### config.mk
export PLATFORM = sky130hd
export DESIGN_NAME = uart_autopd
export DESIGN_NICKNAME = d
export VERILOG_FILES = /design/src/rtl/uart_apd_pkg.sv /design/src/rtl/uart_apd_sync_edge.sv /design/src/rtl/uart_apd_path_fsm.sv /design/src/rtl/uart_apd_ri_flag.sv /design/src/rtl/uart_autopd.sv
export SDC_FILE = /design/constraint.sdc
export NUM_CORES = 1
export LEC_CHECK = 0
export ABC_AREA = 1
export BUFFER_PORTS_ARGS = -buffer_cell sky130_fd_sc_hd__buf_4
export CAP_MARGIN = 0
export CORE_UTILIZATION = 30
export DETAILED_ROUTE_END_ITERATION = 6
export GPL_ROUTABILITY_DRIVEN = 0
export PLACE_DENSITY_LB_ADDON = 0.15
export SETUP_SLACK_MARGIN = 0.1
export SYNTH_ARGS = -nofsm -noshare
export SYNTH_HDL_FRONTEND = slang
export SYNTH_SLANG_ARGS = --single-unit
### constraint.sdc
create_clock -name clk -period 2.7 [get_ports clk]
set_input_delay 0.135 -clock clk [delete_from_list [all_inputs] [get_ports clk]]
set_output_delay 0.135 -clock clk [all_outputs]
set_load 0.05 [all_outputs]
### src/rtl/uart_apd_pkg.sv
package uart_apd_pkg;

    typedef enum logic [1:0] {
        APD_RUN     = 2'b00,
        APD_SLEEP   = 2'b01,
        APD_RECOVER = 2'b10
    } apd_state_e;

    localparam int unsigned APD_SYNC_STAGES = 2;

endpackage

### src/rtl/uart_apd_sync_edge.sv
module uart_apd_sync_edge #(
    parameter int unsigned WIDTH  = 2,
    parameter int unsigned STAGES = uart_apd_pkg::APD_SYNC_STAGES
) (
    input  logic             clk,
    input  logic             rst_n,
    input  logic [WIDTH-1:0] pin_async,
    output logic [WIDTH-1:0] pin_change
);
    localparam int unsigned PRIME_LIMIT = STAGES + 1;
    localparam int unsigned CNT_W       = $clog2(PRIME_LIMIT + 1);

    logic [STAGES-1:0][WIDTH-1:0] chain_q;
    logic [WIDTH-1:0]             prev_q;
    logic [CNT_W-1:0]             prime_q;
    logic                         primed;

    always_ff @(posedge clk or negedge rst_n) begin
        if (!rst_n) begin
            chain_q[0] <= '0;
        end else begin
            chain_q[0] <= pin_async;
        end
    end

    generate
        for (genvar s = 1; s < STAGES; s++) begin : g_stage
            always_ff @(posedge clk or negedge rst_n) begin
                if (!rst_n) begin
                    chain_q[s] <= '0;
                end else begin
                    chain_q[s] <= chain_q[s-1];
                end
            end
        end
    endgenerate

    always_ff @(posedge clk or negedge rst_n) begin
        if (!rst_n) begin
            prev_q  <= '0;
            prime_q <= '0;
        end else begin
            prev_q <= chain_q[STAGES-1];
            if (!primed) begin
                prime_q <= prime_q + 1'b1;
            end
        end
    end

    assign primed = (prime_q == CNT_W'(PRIME_LIMIT));

    generate
        for (genvar b = 0; b < WIDTH; b++) begin : g_edge
            assign pin_change[b] = primed && (chain_q[STAGES-1][b] ^ prev_q[b]);
        end
    endgenerate

endmodule

### src/rtl/uart_apd_path_fsm.sv
module uart_apd_path_fsm
    import uart_apd_pkg::*;
(
    input  logic clk,
    input  logic rst_n,
    input  logic enable,
    input  logic idle,
    input  logic wake,
    output logic auto_pd
);
    apd_state_e state_q;
    apd_state_e state_d;

    always_comb begin
        state_d = state_q;
        unique case (state_q)
            APD_RUN: begin
                if (enable && idle && !wake) begin
                    state_d = APD_SLEEP;
                end
            end
            APD_SLEEP: begin
                if (!enable) begin
                    state_d = APD_RUN;
                end else if (wake) begin
                    state_d = APD_RECOVER;
                end
            end
            APD_RECOVER: begin
                state_d = APD_RUN;
            end
            default: begin
                state_d = APD_RUN;
            end
        endcase
    end

    always_ff @(posedge clk or negedge rst_n) begin
        if (!rst_n) begin
            state_q <= APD_RUN;
        end else begin
            state_q <= state_d;
        end
    end

    always_comb begin
        auto_pd = 1'b0;
        unique case (state_q)
            APD_SLEEP:   auto_pd = enable;
            APD_RUN:     auto_pd = 1'b0;
            APD_RECOVER: auto_pd = 1'b0;
            default:     auto_pd = 1'b0;
        endcase
    end

endmodule

### src/rtl/uart_apd_ri_flag.sv
module uart_apd_ri_flag (
    input  logic clk,
    input  logic rst_n,
    input  logic set_evt,
    input  logic ack,
    output logic flag
);
    always_ff @(posedge clk or negedge rst_n) begin
        if (!rst_n) begin
            flag <= 1'b0;
        end else if (set_evt) begin
            flag <= 1'b1;
        end else if (ack) begin
            flag <= 1'b0;
        end
    end

endmodule

### src/rtl/uart_autopd.sv
module uart_autopd #(
    parameter int unsigned SYNC_STAGES = uart_apd_pkg::APD_SYNC_STAGES
) (
    input  logic clk,
    input  logic rst_n,
    input  logic cfg_tx_apd_en,
    input  logic cfg_rx_apd_en,
    input  logic direct_pd,
    input  logic thr_empty,
    input  logic tsr_empty,
    input  logic rx_fifo_empty,
    input  logic rx_wait_start,
    input  logic thr_wr,
    input  logic rxd_pin,
    input  logic ri_pin,
    input  logic ri_ack,
    output logic tx_powerdown,
    output logic rx_powerdown,
    output logic ri_irq
);
    localparam int unsigned PIN_RXD = 0;
    localparam int unsigned PIN_RI  = 1;
    localparam int unsigned NPINS   = 2;

    logic [NPINS-1:0] pins_async;
    logic [NPINS-1:0] pins_change;
    logic             rxd_change;
    logic             ri_change;
    logic             tx_idle;
    logic             rx_idle;
    logic             tx_auto_pd;
    logic             rx_auto_pd;

    assign pins_async[PIN_RXD] = rxd_pin;
    assign pins_async[PIN_RI]  = ri_pin;

    uart_apd_sync_edge #(
        .WIDTH  (NPINS),
        .STAGES (SYNC_STAGES)
    ) u_sync (
        .clk        (clk),
        .rst_n      (rst_n),
        .pin_async  (pins_async),
        .pin_change (pins_change)
    );

    assign rxd_change = pins_change[PIN_RXD];
    assign ri_change  = pins_change[PIN_RI];

    assign tx_idle = thr_empty && tsr_empty;
    assign rx_idle = rx_fifo_empty && rx_wait_start;

    uart_apd_path_fsm u_tx_fsm (
        .clk     (clk),
        .rst_n   (rst_n),
        .enable  (cfg_tx_apd_en),
        .idle    (tx_idle),
        .wake    (thr_wr),
        .auto_pd (tx_auto_pd)
    );

    uart_apd_path_fsm u_rx_fsm (
        .clk     (clk),
        .rst_n   (rst_n),
        .enable  (cfg_rx_apd_en),
        .idle    (rx_idle),
        .wake    (rxd_change),
        .auto_pd (rx_auto_pd)
    );

    uart_apd_ri_flag u_ri (
        .clk     (clk),
        .rst_n   (rst_n),
        .set_evt (ri_change),
        .ack     (ri_ack),
        .flag    (ri_irq)
    );

    assign tx_powerdown = direct_pd || tx_auto_pd;
    assign rx_powerdown = direct_pd || rx_auto_pd;

endmodule

[After elaboration in Yosys (flattened, before gate mapping)]
Cells that the tools add are included.
Word-level totals
  bits in latches: 0
  RAM bits: 0
  register bits: 13
  memories: 0
  bits in read-only memories: 0
  output and inout bits: 3
  bits of input ports: 13
Cells by class
  $mul: 0
  divide/modulo/power cells: 0
  shifts and indexed selects: 0
  $lt $le $gt $ge: 0
  mux-type cells: 12
  bitwise gates (word level): 2
  add/sub/neg operators: 1
  equality and inequality tests: 7
  reductions and logical operators: 17
Operators with widths (count)
  $mux 2: 6
  $logic_and 1x1->1: 8
  $pmux 2 s2: 2
  $eq 2x1->1 const B: 2
  $logic_not 2->1: 2
  $mux 1: 4
  $ne 2x1->1 const B: 2
  $reduce_and 2->1: 2
  $ne 3x2->1 const B: 1
  $ne 3x3->1 const B: 1
  $add 2x1->2 const B: 1
  $eq 2x2->1 const B: 1
  $logic_not 1->1: 2
  $logic_or 1x1->1: 2
  $reduce_bool 2->1: 1
  $xor 1x1->1: 2

[Logic depth before layout (Yosys ltp)]
  word-level depth: 6
  mapped depth: 5
  mapped depth without buffers: 5

[Modules after synthesis]
From an unflattened synthesis, not the netlist that was laid out.
Second synthesis, totals
  cells, all modules: 56
  area total of the unflattened synthesis: 525.5 um^2
By module, submodules not included
  uart_apd_sync_edge: cells each 22, times used 1, area each 276.5 um^2
  uart_apd_path_fsm: cells each 10, times used 2, area each 87.6 um^2
  uart_apd_ri_flag: cells each 5, times used 1, area each 40.0 um^2
  uart_autopd: cells each 9, times used 1, area each 33.8 um^2

[Worst setup path after synthesis]
Ideal clock, no wire load.
  path kind: flip-flop to output port
  start: register u_rx_fsm.state_q[0]
  end: output port rx_powerdown
  stages on the path, launching flop included: 3
  arrival time: 1489 ps
  path slack: 1076 ps
  data required time: 2565 ps
  path buffers: 0
  path through: dfrtp_1 -> nand2_1 -> o21ai_0
Between the ends
  word-level cells in the longest chain between the ends: 3
Ends and longest elaborated chain
  start: declaration: RTL line uart_apd_path_fsm.sv:11  | apd_state_e state_q;
  start signal: assignment: RTL line uart_apd_path_fsm.sv:42  | state_q <= state_d;
  $eq 2x1->1: RTL line uart_apd_path_fsm.sv:48  | unique case (state_q)
  $mux 1: RTL line uart_apd_path_fsm.sv:48
  $logic_or 1x1->1: RTL line uart_autopd.sv:80  | assign rx_powerdown = direct_pd || rx_auto_pd;
  end: declaration: RTL line uart_autopd.sv:18  | output logic rx_powerdown,
Every way passes these cells.

[Worst setup path in the final report]
Ends and elaborated chain as after synthesis.

==> flow_summary.toml <==
[detailed_routing]
drt_iter0_drc = 1
drc_errors = 0
dr.pass1.iters = 2
wirelength_um = 733
via_per_inst = 4.22
routedWlPerCell_um = 8.52
postRouteAntennaNets = 0
num_vias = 363

[clock_network]
clockBufferDepth = 2
clkTransAtPathRegs_ns = 0.07
cts_setup_buffers = 0
cts-buffers-inserted = 3
htree_levels = 1
clock-root-buffer = "clkbuf_4"
insertion_delay_ns = 0.27
cts_tree = "built"
cts_sinks = 13

[pwr]
ir_worst_vdd_v = 0.000239
p_comb_share_pct = 12.8
power_frac_seq_pct = 55.8
internal-power_mw = 0.281
power.density_nw_per_um2 = 539
switchingPower_mw = 0.0862
power.leakage_nw = 0.363
power_frac_clock_pct = 31.5
swShare_pct = 23.5

[layout]
final.fill_count = 158
fin_util_pct = 44.7
final_nets = 85
n_antenna_cell = 0
area_growth_syn_to_layout_pct = 38.3
layout_common_cells = "15 x buf_4, 13 x dfrtp_1, 9 x nand2_1, 8 x inv_1, 7 x nor2_1"
drive_above_1_share_pct = 28.6
layout_commonest_cell = "buf_4"

[synth]
avgSynthCellArea_um2 = 10.3
synth_area_um2 = 493
synth_seq_cells = 13
synth_cell_types = 12
syn_nets = 62
ys_seq_area_share_pct = 66.0
syn_inst = 48
ys_warn_count = 0

[timing]
drv_slew = 0
tightest_slew_ns = 0.193
maxSlewHeadroom_pct = 87.0
finalCriticalPeriod_ns = 1.20
rsz0062_at_grt = "false"
final.setup.tns_ns = 0
setup_violations = 0
layout_worst_path_cycle_share_pct = 44.6
clock_skew_ns = 0.000939
hold_violations = 0
fmax_ghz = 0.831

[critical_path]
critPathMaxStageDelay_ns = 0.34
cp-start-kind = "register"
critPathCaptureType = "output pin"
crit_chain = "nand2_1, o21ai_0, buf_4"
cp.required_ns = 2.57
slowest_stage = "dfrtp_1"
cp.arrival_ns = 1.07
path_max_fanout = 3
crit_type = "register to output pin"

[placed_design]
port_buffers = 15
dp_hpwl_um = 568

[grt]
grt_pass1_vias = 335
grt_use_total_pct = 10.4
globalRoute.totalOverflow = 0
use_met3_pct = 2.59
grt_pass1_wl_um = 1330
grt_antenna_before_repair = 0
grtUsageMet1_pct = 13.8
grt_max_degree = 14
use_met2_pct = 13.8
grt_busiest_layer = "met2"

[floorplan]
pin_count = 16
die_area_um2 = 1810
rows = 14
core-area_um2 = 1520
start_util_pct = 32.3
die_x_um = 42.5
die_y_um = 42.5

[worst_hold_path]
hold_path_class = "primary input to register"

[status]
run_status = "complete, no violations"

[run]
drv_cap = 0
==> synthesized netlist by cell type <==
cell / count / area [um2]
o21ai_0: 2 / 10.0
inv_1: 8 / 30.0
nor2_2: 1 / 6.26
a211oi_1: 1 / 7.51
or2_0: 1 / 6.26
dfrtp_1: 13 / 325
nand2_1: 9 / 33.8
nor2_1: 7 / 26.3
ha_1: 1 / 12.5
nand3_1: 3 / 15.0
xnor2_1: 1 / 8.76
mux2_2: 1 / 11.3
==> power groups by stage <==
stage / Sequential, mW / Clock, mW / Combinational [mW]
2_1_floorplan: 0.213 / 0 / 0.0163
3_3_place_gp: 0.209 / 0 / 0.0440
3_5_place_dp: 0.209 / 0 / 0.0444
4_1_cts: 0.205 / 0.123 / 0.0479
5_1_grt: 0.206 / 0.132 / 0.0520
6_report: 0.205 / 0.116 / 0.0469
==> final cells by class <==
cell class / instances / area, um2 / area share (%)
timing repair buffer: 18 / 143 / 20.9
inverter: 8 / 30.0 / 4.40
clock buffer: 4 / 26.3 / 3.85
tap: 16 / 20.0 / 2.94
multi-input combinational: 27 / 138 / 20.2
sequential: 13 / 325 / 47.7
==> worst max-delay path, delay by kind of cell, from the launching register on <==
kind	cells	cell delay [ns]
flops	1	0.34
simple gates	1	0.08
compound gates	1	0.15
buf+inv	1	0.22
==> routing by layer <==
metal / part of all wire (%) / wire length [um]
met1: 47 / 342
met2: 49 / 356
met3: 4.6 / 34
met4: 0 / 0
met5: 0 / 0
==> sequential cells by signal, indices dropped and copies added, names as in the netlist <==
signal,cells
u_ri.flag,1
u_sync.prime_q,2
u_rx_fsm.state_q,2
u_tx_fsm.state_q,2
u_sync.chain_q,4
u_sync.prev_q,2
==> timing repair <==
| item | in CTS | in global routing |
|---|---|---|
| hold endpoints to repair | 15 | 0 |
| setup endpoints to repair | 0 | 0 |
| gates resized for setup | 0 | 0 |
| hold buffers | 3 | 0 |
==> worst paths after layout <==
check                      cells past startpoint  slack (ns)                   to           startpoint
min in group asynchronous                      2        0.24    u_sync.chain_q[3]                rst_n
max in group asynchronous                      2        2.31  u_tx_fsm.state_q[1]                rst_n
setup / recovery                               3        1.50         rx_powerdown  u_rx_fsm.state_q[0]
hold reg to reg                                0        0.35    u_sync.chain_q[3]    u_sync.chain_q[1]
hold / removal                                 2        0.04            u_ri.flag               ri_ack
setup reg to reg                               2        1.63    u_sync.prime_q[1]    u_sync.prime_q[0]
==> cell families (layout without fill, tap and decap cells) <==
family                   Yosys count  in the layout  share of synthesized area [%]
multiplexers                       1              1                           2.28
XOR/XNOR                           1              1                           1.78
buffers and inverters              8             30                           6.09
AND/OR/NAND/NOR                   21             21                           17.8
adder cells (fa/ha/maj)            1              1                           2.54
AO/OA/AOI/OAI                      3              3                           3.55
flip-flops                        13             13                           66.0
==> per-stage QoR <==
stage	setup WS (ns)	std cells	power [mW]	area [um2]	hold WS (ns)
after global placement	1.67	79	0.253	626	-0.0144
after detailed placement	1.65	79	0.253	626	-0.0117
after CTS	1.46	86	0.376	682	0.0338
after global routing	1.38	86	0.390	682	0.0257
final	1.50	86	0.367	682	0.0440
after floorplan	1.08	48	0.229	493	-0.161
Power figures use the tool's default switching activity.
